### config.mk
export PLATFORM = sky130hd
export DESIGN_NAME = xs_starve_tracker
export DESIGN_NICKNAME = d
export VERILOG_FILES = /design/src/rtl/xs_pkg.sv /design/src/rtl/xs_tick_gen.sv /design/src/rtl/xs_starve_cnt.sv /design/src/rtl/xs_span_cnt.sv /design/src/rtl/xs_starve_tracker.sv
export SDC_FILE = /design/constraint.sdc
export NUM_CORES = 1
export LEC_CHECK = 0
export BUFFER_PORTS_ARGS = -buffer_cell sky130_fd_sc_hd__buf_2
export CAP_MARGIN = 15
export CORE_MARGIN = 1.5
export CORE_UTILIZATION = 40
export DETAILED_ROUTE_END_ITERATION = 10
export PLACE_DENSITY = 0.58
export SKIP_CTS_REPAIR_TIMING = 1
export SYNTH_ARGS = -nofsm -noshare
export SYNTH_HDL_FRONTEND = slang
export SYNTH_SLANG_ARGS = --single-unit
### constraint.sdc
create_clock -name clk -period 2.3 [get_ports clk]
set_clock_uncertainty 0.15 [all_clocks]
set_input_delay 0.23 -clock clk [delete_from_list [all_inputs] [get_ports clk]]
set_output_delay 0.23 -clock clk [all_outputs]
set_load 0.01 [all_outputs]
### src/rtl/xs_pkg.sv
package xs_pkg;

    // Tracker state encoding, visible on state_o
    typedef enum logic [1:0] {
        XS_NORMAL = 2'd0,
        XS_CRIT   = 2'd1,
        XS_COOL   = 2'd2
    } xs_state_e;

endpackage

### src/rtl/xs_tick_gen.sv
module xs_tick_gen #(
    parameter int TICK_PERIOD  = 32,
    parameter bit USE_EXT_TICK = 1'b0
) (
    input  logic clk,
    input  logic rst_n,
    input  logic ext_tick_i,
    output logic tick_o
);

    localparam int CW = (TICK_PERIOD > 1) ? $clog2(TICK_PERIOD) : 1;
    localparam logic [CW-1:0] LAST = CW'(TICK_PERIOD - 1);

    generate
        if (USE_EXT_TICK) begin : g_ext
            logic unused_clk_rst;
            assign unused_clk_rst = clk ^ rst_n;
            assign tick_o = ext_tick_i;
        end else begin : g_int
            logic          unused_ext;
            logic [CW-1:0] phase_q;

            assign unused_ext = ext_tick_i;

            always_ff @(posedge clk or negedge rst_n) begin
                if (!rst_n)
                    phase_q <= '0;
                else if (phase_q == LAST)
                    phase_q <= '0;
                else
                    phase_q <= phase_q + 1'b1;
            end

            assign tick_o = (phase_q == LAST);

            AST_TICK_GAP: assert property (@(posedge clk) disable iff (!rst_n)
                tick_o |=> !tick_o);
        end
    endgenerate

endmodule

### src/rtl/xs_starve_cnt.sv
module xs_starve_cnt #(
    parameter int LIM_W = 8
) (
    input  logic             clk,
    input  logic             rst_n,
    input  logic             enable_i,
    input  logic             pend_i,
    input  logic             svc_i,
    input  logic             tick_i,
    input  logic [LIM_W-1:0] limit_i,
    output logic             expire_o
);

    logic [LIM_W-1:0] cnt_q;
    logic [LIM_W:0]   cnt_inc;
    logic             waiting;

    assign waiting = enable_i && pend_i && !svc_i;
    assign cnt_inc = {1'b0, cnt_q} + 1'b1;

    // Count consecutive ticks while starving; saturate at the top
    always_ff @(posedge clk or negedge rst_n) begin
        if (!rst_n)
            cnt_q <= '0;
        else if (!waiting)
            cnt_q <= '0;
        else if (tick_i && (cnt_q != '1))
            cnt_q <= cnt_q + 1'b1;
    end

    // Limit read at each tick; zero behaves as one
    assign expire_o = waiting && tick_i && (cnt_inc >= {1'b0, limit_i});

    AST_STARVE_CLEAR: assert property (@(posedge clk) disable iff (!rst_n)
        (svc_i || !pend_i) |=> (cnt_q == '0));

endmodule

### src/rtl/xs_span_cnt.sv
module xs_span_cnt #(
    parameter int W = 8
) (
    input  logic         clk,
    input  logic         rst_n,
    input  logic         active_i,
    input  logic         step_i,
    input  logic [W-1:0] limit_i,
    output logic         done_o
);

    logic [W-1:0] cnt_q;
    logic [W:0]   cnt_inc;

    assign cnt_inc = {1'b0, cnt_q} + 1'b1;

    // Cleared outside the owning state, so it starts at zero on entry
    always_ff @(posedge clk or negedge rst_n) begin
        if (!rst_n)
            cnt_q <= '0;
        else if (!active_i)
            cnt_q <= '0;
        else if (step_i && (cnt_q != '1))
            cnt_q <= cnt_q + 1'b1;
    end

    assign done_o = active_i && step_i && (cnt_inc >= {1'b0, limit_i});

endmodule

### src/rtl/xs_starve_tracker.sv
module xs_starve_tracker #(
    parameter int TICK_PERIOD  = 32,
    parameter bit USE_EXT_TICK = 1'b0,
    parameter int LIM_W        = 8,
    parameter int RUN_W        = 8,
    parameter int HOLD_W       = 8
) (
    input  logic              clk,
    input  logic              rst_n,
    input  logic              tick_ext_i,
    input  logic              pend_i,
    input  logic              svc_i,
    input  logic [LIM_W-1:0]  starve_lim_i,
    input  logic [RUN_W-1:0]  run_len_i,
    input  logic [HOLD_W-1:0] hold_min_i,
    output logic              crit_o,
    output logic [1:0]        state_o
);

    import xs_pkg::*;

    xs_state_e state_q;
    xs_state_e state_d;
    logic      tick;
    logic      starve_exp;
    logic      run_done;
    logic      hold_done;

    xs_tick_gen #(
        .TICK_PERIOD (TICK_PERIOD),
        .USE_EXT_TICK(USE_EXT_TICK)
    ) u_tick (
        .clk       (clk),
        .rst_n     (rst_n),
        .ext_tick_i(tick_ext_i),
        .tick_o    (tick)
    );

    xs_starve_cnt #(.LIM_W(LIM_W)) u_starve (
        .clk     (clk),
        .rst_n   (rst_n),
        .enable_i(state_q == XS_NORMAL),
        .pend_i  (pend_i),
        .svc_i   (svc_i),
        .tick_i  (tick),
        .limit_i (starve_lim_i),
        .expire_o(starve_exp)
    );

    // Service run inside CRIT
    xs_span_cnt #(.W(RUN_W)) u_run (
        .clk     (clk),
        .rst_n   (rst_n),
        .active_i(state_q == XS_CRIT),
        .step_i  (svc_i),
        .limit_i (run_len_i),
        .done_o  (run_done)
    );

    // Cycle count inside COOL
    xs_span_cnt #(.W(HOLD_W)) u_hold (
        .clk     (clk),
        .rst_n   (rst_n),
        .active_i(state_q == XS_COOL),
        .step_i  (1'b1),
        .limit_i (hold_min_i),
        .done_o  (hold_done)
    );

    always_comb begin
        state_d = state_q;
        unique case (state_q)
            XS_NORMAL: if (starve_exp) state_d = XS_CRIT;
            XS_CRIT:   if (run_done)   state_d = XS_COOL;
            XS_COOL:   if (hold_done)  state_d = XS_NORMAL;
            default:                   state_d = XS_NORMAL;
        endcase
    end

    always_ff @(posedge clk or negedge rst_n) begin
        if (!rst_n)
            state_q <= XS_NORMAL;
        else
            state_q <= state_d;
    end

    always_comb begin
        crit_o  = (state_q == XS_CRIT);
        state_o = state_q;
    end

    AST_STATE_LEGAL: assert property (@(posedge clk) disable iff (!rst_n)
        state_o != 2'd3);

    AST_CRIT_ENTRY: assert property (@(posedge clk) disable iff (!rst_n)
        (state_q == XS_CRIT && $past(state_q) != XS_CRIT)
        |-> ($past(state_q) == XS_NORMAL && $past(tick) && $past(pend_i)));

    AST_COOL_ENTRY: assert property (@(posedge clk) disable iff (!rst_n)
        (state_q == XS_COOL && $past(state_q) != XS_COOL)
        |-> ($past(state_q) == XS_CRIT && $past(svc_i)));

    AST_NORMAL_RETURN: assert property (@(posedge clk) disable iff (!rst_n)
        (state_q == XS_NORMAL && $past(state_q) != XS_NORMAL)
        |-> ($past(state_q) == XS_COOL));

    AST_CRIT_HOLDS: assert property (@(posedge clk) disable iff (!rst_n)
        (state_q == XS_CRIT && !svc_i) |=> (state_q == XS_CRIT));

endmodule

==> results by group, run 1 <==
Run status
  – Outcome: completed

Synth
  – Top post-synthesis cells by area: dfrtp_1 35%, ha_1 16%, xnor2_1 6.4%
  – Primary FF master, synth: dfrtp_1
  – Synthesized area: 2200 um2
  – Mapped Nets: 307
  – Gate Count Post-Synth: 249
  – Mapped Avg Cell Area: 8.85 um2
  – Synth Warn #: 0
  – Post-synthesis async set-or-reset flop share: 100%
  – Count of flip-flops with a built-in enable after synthesis: 0
  – Synth top area share: 35.2%
  – Yosys top cell by area: dfrtp_1
  – Synthesized flop and latch total: 31
  – Synth cell types: 34
  – Sequential area share after synthesis: 35.2%

Timing
  – Pins Over Slew Limit: 0
  – Least-Margin Pin Slew: 0.678 ns
  – Rel. slew slack: 54.8%
  – Tcrit/Tclk final: 98.6%
  – Hold Vio Cnt, Final: 0
  – F_max: 441 MHz
  – Final setup vio count: 0
  – Post-layout min period: 2.27 ns
  – Unrepaired setup endpoints after global routing: yes

Setup path
  – Cell family with most CP delay: simple AND/OR/NAND/NOR gates
  – Type of destination of the critical path: register
  – Worst EP arrival: 2.29 ns
  – Reg2reg setup slack: 0.03 ns
  – Critical path depth: 12
  – Setup CP Type: reg -> reg
  – Worst Setup SP: u_run.cnt_q[0]
  – Max incr delay on CP: 0.38 ns
  – WP data required: 2.32 ns
  – Reg2reg end: state_o[1]
  – CP cell instances: ha_2, nand3_2, nor2_2, nand2_1, xnor2_1, ha_1, buf_4, nand2_1, nor2_2, o21ai_1, nand3_2, a32o_1
  – Critical path buffers and inverters: 1
  – Max FO, Critical Path: 3
  – Critical path's slowest cell: dfrtp_1
  – Setup crit end: state_o[1]
  – CP Launch Type: register
  – R2r startpoint: u_run.cnt_q[0]
  – Worst reg-to-reg path cell count: 12

Clock tree
  – CTS buffer count: 5
  – Max Buffers Root-to-Sink: 2
  – H-tree Lvls: 2
  – Clk slew on worst S/H paths: 0.07 ns
  – CTS Sinks: 31
  – CTS tree: done
  – Root Buffer Master: clkbuf_8
  – Worst-skew pair later-pin latency: 0.28 ns

Hold path
  – Hold_sp: svc_i
  – Hold/Removal Path Class: in -> reg

Routing
  – Vias/cell: 4.79
  – Routed Antenna Nets: 0
  – DR WL/cell: 11.1 um
  – Via count: 1,810
  – DRT iter0 DRCs: 45
  – Remaining DRCs: 0
  – Total wire length: 4200 um
  – Detailed Routing Iterations Pass 1: 4

Finish
  – Multi-input gate area: 1430 um2
  – Final #Nets: 365
  – Reg area: 778 um2
  – Layout cells sized above 1: 29.2%
  – Syn-to-layout area delta: 30.6%
  – Fillcell total: 501
  – Post-route cell area: 2880 um2
  – Antenna Cells: 0

Global routing
  – GRT Total Usage: 14.9%
  – First-pass GRT wire length: 7280 um
  – Vias in the first global route: 1,736
  – Total gr overflow: 0
  – Initial antenna violation count: 0
  – Largest net degree at the start of global routing: 32

Placement
  – Buffers added on ports: 30
  – Post-DP Area: 2580 um2
  – Gp weighted congestion: 0.769
  – DPL Wire Length: 3210 um

Power
  – P_leak: 1.48 nW
  – Worst VDD drop: 0.412 mV
  – Pwr Total: 0.00128 W
  – PwrDens: 444 nW/um2

Floorplan
  – Die W: 77.2 um
  – Die extent in y: 77.2 um
  – I/O pin total: 32
  – Die area: 5970 um2
  – Initial cell density of the core: 42.4%
  – Core Area: 5200 um2
  – # rows: 26

Run
  – Max-Cap Viols: 0
worst min-delay path by stage:
stage	endpoint	cells after the start
2_1_floorplan	state_o[0]	0
3_3_place_gp	u_hold.cnt_q[2]	1
3_5_place_dp	u_hold.cnt_q[4]	1
4_1_cts	u_tick.g_int.phase_q[1]	1
5_1_grt	u_run.cnt_q[6]	3
6_report	u_run.cnt_q[6]	3
stage by stage:
step / hold slack, ns / util, % / worst slack [ns] / cells / TNS, ns
detailed placement: 0.166 / 49.6 / -0.0670 / 366 / -0.0691
CTS: -0.136 / 51.9 / -0.0782 / 374 / -0.0802
global route: 0.203 / 55.3 / -0.0850 / 378 / -0.120
floorplan: -0.216 / - / 0.00650 / 249 / 0
finish: 0.195 / 55.3 / 0.0333 / 378 / 0
global placement: 0.168 / 49.6 / -0.0447 / 366 / -0.0447
Yosys cell counts, types with 2 or more instances:
cell type  number
ha_1           29
nand2_1        20
dfrtp_1        31
xnor2_1        16
xor2_1         16
a21oi_1        13
inv_1          34
and3_1          3
o21ai_0         4
a21o_1          2
clkbuf_1        3
nand3_2         3
nand4_1         4
nand3_1        11
a211oi_1        3
nand2b_1        5
nor2_2          2
nor2_1         29
nor2b_1         2
mux2i_1         3
nor3_1          3
worst min-delay path: stages:
cell	delay [ns]
buf_2	0.13
a31oi_1	0.16
nor3_1	0.05
final cells by class:
type                    count  share of cell area [%]
well taps                  70                    3.04
flip-flops and latches     31                    27.0
multi-input cells         181                    49.7
clock inverters             2                    1.22
clock buffers               6                    2.87
repair buffers             54                    11.7
inverters                  34                    4.43
cells by family (layout without fill, tap and decap cells):
logic type	count (synthesis)	in the layout	share of synthesized area, %
xor gates and xnor gates	32	32	12.7
DFF	31	31	35.2
AOI/OAI and AO/OA	30	30	8.97
and+or+nand+nor	87	87	19.0
buffers and inverters	37	96	6.30
adders and majority gates	29	29	16.5
muxes	3	3	1.36
where the power goes:
| group | internal [W] | switching, W | total, W |
|---|---|---|---|
| registers | 0.000557 | 0.0000119 | 0.000569 |
| logic | 0.0000732 | 0.0000920 | 0.000165 |
| clock network | 0.000350 | 0.000196 | 0.000546 |
flip-flops by register name (all words and copies together), names as in the netlist:
name,cells
u_tick.g_int.phase_q,5
u_hold.cnt_q,8
state_o,2
u_starve.cnt_q,8
u_run.cnt_q,8
placed cells by master, fill, tap and decap left out, types with 3 or more instances in the layout:
| master | count |
|---|---|
| nand2b_1 | 5 |
| inv_1 | 34 |
| nand3_2 | 3 |
| dfrtp_1 | 29 |
| clkbuf_8 | 6 |
| xnor2_2 | 4 |
| buf_4 | 22 |
| nor2_4 | 3 |
| a21oi_1 | 11 |
| nor2_1 | 25 |
| o21ai_0 | 3 |
| nand4_1 | 4 |
| nand3_1 | 9 |
| ha_1 | 26 |
| nand2_1 | 20 |
| xor2_1 | 16 |
| nor2_2 | 3 |
| xnor2_1 | 12 |
| buf_2 | 30 |
| mux2i_1 | 3 |
per-layer routing:
layer	share of wire (%)	track usage, %
met1	47	19.2
met2	49	25.2
met3	3.1	2.86
met4	1.1	4.36
met5	0	0
Power figures use the tool's default switching activity.
==> inputs of run 2 (changes only) <==
--- a/config.mk
+++ b/config.mk
@@ -10,8 +10,9 @@
 export CORE_MARGIN = 1.5
 export CORE_UTILIZATION = 40
 export DETAILED_ROUTE_END_ITERATION = 10
-export PLACE_DENSITY = 0.58
+export PLACE_DENSITY = 0.57
 export SKIP_CTS_REPAIR_TIMING = 1
 export SYNTH_ARGS = -nofsm -noshare
 export SYNTH_HDL_FRONTEND = slang
+export SYNTH_HIERARCHICAL = 1
 export SYNTH_SLANG_ARGS = --single-unit
==> run 2 against run 1 <==
  * Sequential cell count unchanged
  * Via count rose by 6.9%
  * Non-clock buffer count grew 7
  * Critical path type unchanged
  * Largest cell class unchanged
==> results by group, run 2 <==
Setup path
  – WP data required: 2.31 ns
  – CP Launch Type: register
  – Worst EP arrival: 2.29 ns
  – Type of destination of the critical path: register
  – Max FO, Critical Path: 3
  – Setup CP Type: reg -> reg

Finish
  – Top Registers: u_hold/cnt_q: 8 flops, u_run/cnt_q: 8 flops, u_starve/cnt_q: 8 flops
  – Post-layout util: 53.3%
  – Syn-to-layout area delta: 26.7%
  – Fillcell total: 526
  – Multi-input gate area: 1540 um2
  – Most frequent cells in the layout: 31 x dfrtp_1, 30 x buf_2, 30 x buf_4
  – Non-Filler Instances: 402
  – Final #Nets: 387
  – Most common cell after layout, fill and taps aside: dfrtp_1
  – Post-route cell area: 2970 um2
  – Antenna Cells: 0
  – Reg area: 776 um2
  – Layout cells sized above 1: 28.8%

Power
  – Worst VDD drop: 0.328 mV
  – P_leak: 1.52 nW
  – PwrDens: 342 nW/um2
  – Pwr Total: 0.00102 W

Clock tree
  – Root Buffer Master: clkbuf_8
  – CTS buffer count: 5
  – H-tree Lvls: 2
  – Clk slew on worst S/H paths: 0.06 ns
  – CTS Sinks: 31
  – Worst-skew pair later-pin latency: 0.27 ns
  – Max Buffers Root-to-Sink: 2
  – CTS tree: done

Floorplan
  – Initial cell density of the core: 42.1%
  – I/O pin total: 32
  – Die area: 6330 um2
  – Die W: 79.6 um
  – Die extent in y: 79.6 um
  – # rows: 27
  – Core Area: 5570 um2

Routing
  – DRT iter0 DRCs: 44
  – Via count: 1,935
  – Routed Antenna Nets: 0
  – DR WL/cell: 11.0 um
  – Detailed Routing Iterations Pass 1: 4
  – Remaining DRCs: 0
  – Vias/cell: 4.81
  – Total wire length: 4430 um

Global routing
  – Vias in the first global route: 1,885
  – First-pass GRT wire length: 7940 um
  – Initial antenna violation count: 0
  – Total gr overflow: 0
  – GRT Total Usage: 15.6%
  – Largest net degree at the start of global routing: 32

Synth
  – Sequential area share after synthesis: 33.1%
  – Synthesized flop and latch total: 31
  – Synthesized area: 2350 um2
  – Mapped Avg Cell Area: 9.13 um2
  – Top post-synthesis cells by area: dfrtp_1 33%, ha_1 15%, xor2_1 6.7%
  – Synth top area share: 33.1%
  – Yosys top cell by area: dfrtp_1
  – Primary FF master, synth: dfrtp_1
  – Count of flip-flops with a built-in enable after synthesis: 0
  – Post-synthesis async set-or-reset flop share: 100%
  – Gate Count Post-Synth: 257
  – Post-synth top cells: 31 x dfrtp_1, 29 x ha_1, 28 x inv_1, 26 x nor2_1, 18 x xor2_1
  – Most instantiated library cell after synthesis: dfrtp_1
  – Synth Warn #: 6
  – Synth cell types: 35

Timing
  – F_max: 438 MHz
  – Tcrit/Tclk final: 99.3%
  – Rel. slew slack: 54.7%
  – Unrepaired setup endpoints after global routing: yes
  – Setup WS post-layout: 0.0156 ns
  – Final setup vio count: 0
  – Hold Vio Cnt, Final: 0
  – Post-layout min period: 2.28 ns
  – Pins Over Slew Limit: 0
  – Least-Margin Pin Slew: 0.680 ns

Placement
  – Post-DP Area: 2790 um2
  – Buffers added on ports: 30
  – Worst slack, placed: -0.0296 ns
  – Gp weighted congestion: 0.804
  – DPL Wire Length: 3590 um
  – Dpl cells: 388

Run
  – Max-Cap Viols: 0

Run status
  – Outcome: completed

Hold path
  – Hold/Removal Path Class: in -> reg
[run 2: kinds of logic (layout without fill, tap and decap cells)]
| logic type | Yosys count | in the layout | synth area share, % |
|---|---|---|---|
| fa+ha+maj | 29 | 29 | 15.5 |
| compound gates | 43 | 43 | 11.8 |
| mux | 4 | 4 | 1.92 |
| flops | 31 | 31 | 33.1 |
| other cells | 1 | 7 | 0.160 |
| buf+inv | 30 | 97 | 4.91 |
| xor+xnor | 31 | 31 | 11.6 |
| simple gates | 88 | 88 | 21.1 |
[run 2: layout make-up]
type	instances	share of cell area (%)
tap	72	3.03
timing repair buffer	61	13.0
sequential	31	26.1
clock buffer	7	2.57
multi-input combinational	202	51.6
inverter	28	3.54
clock inverter	1	0.168
[run 2: worst max-delay path: stages, from the launching register on]
cell	delay [ns]
dfrtp_1	0.37
ha_2	0.20
and3_4	0.19
nand3_2	0.09
xnor2_2	0.15
ha_1	0.31
nand2_1	0.06
o21ai_1	0.12
nand2_1	0.08
a31oi_2	0.20
inv_1	0.06
a22o_1	0.20
[run 2: per-layer routing]
layer | track usage [%] | up-vias | wire, um
met5 | 0 | - | 0
met4 | 3.86 | 0 | 31
met3 | 3.31 | 4 | 115
met2 | 24.9 | 16 | 1990
met1 | 21.3 | 877 | 2300
li1 | - | 1038 | -
[run 2: through the flow]
stage | TNS (ns) | hold slack (ns)
finish | 0 | 0.208
floorplan | 0 | -0.216
CTS | -0.0793 | -0.130
detailed placement | -0.0511 | 0.162
global route | -0.192 | 0.220
global placement | -0.0160 | 0.167
[run 2: final timing paths]
kind	start	to	slack, ns	cells after the start
worst min register to register	u_tick/g_int.phase_q[0]	u_tick/g_int.phase_q[0]	0.33	1
max in group asynchronous	rst_n	u_run/cnt_q[4]	1.17	2
worst max register to register	u_hold/cnt_q[0]	state_o[1]	0.02	11
worst max-delay path	u_hold/cnt_q[0]	state_o[1]	0.02	11
worst min-delay path	svc_i	u_run/cnt_q[7]	0.21	2
min in group asynchronous	rst_n	u_run/cnt_q[1]	0.39	2
[run 2: report_power, final]
part,internal (W),switching [W]
sequential,0.000546,0.0000000826
combinational,0.0000344,0.0000442
clock,0.000212,0.000181
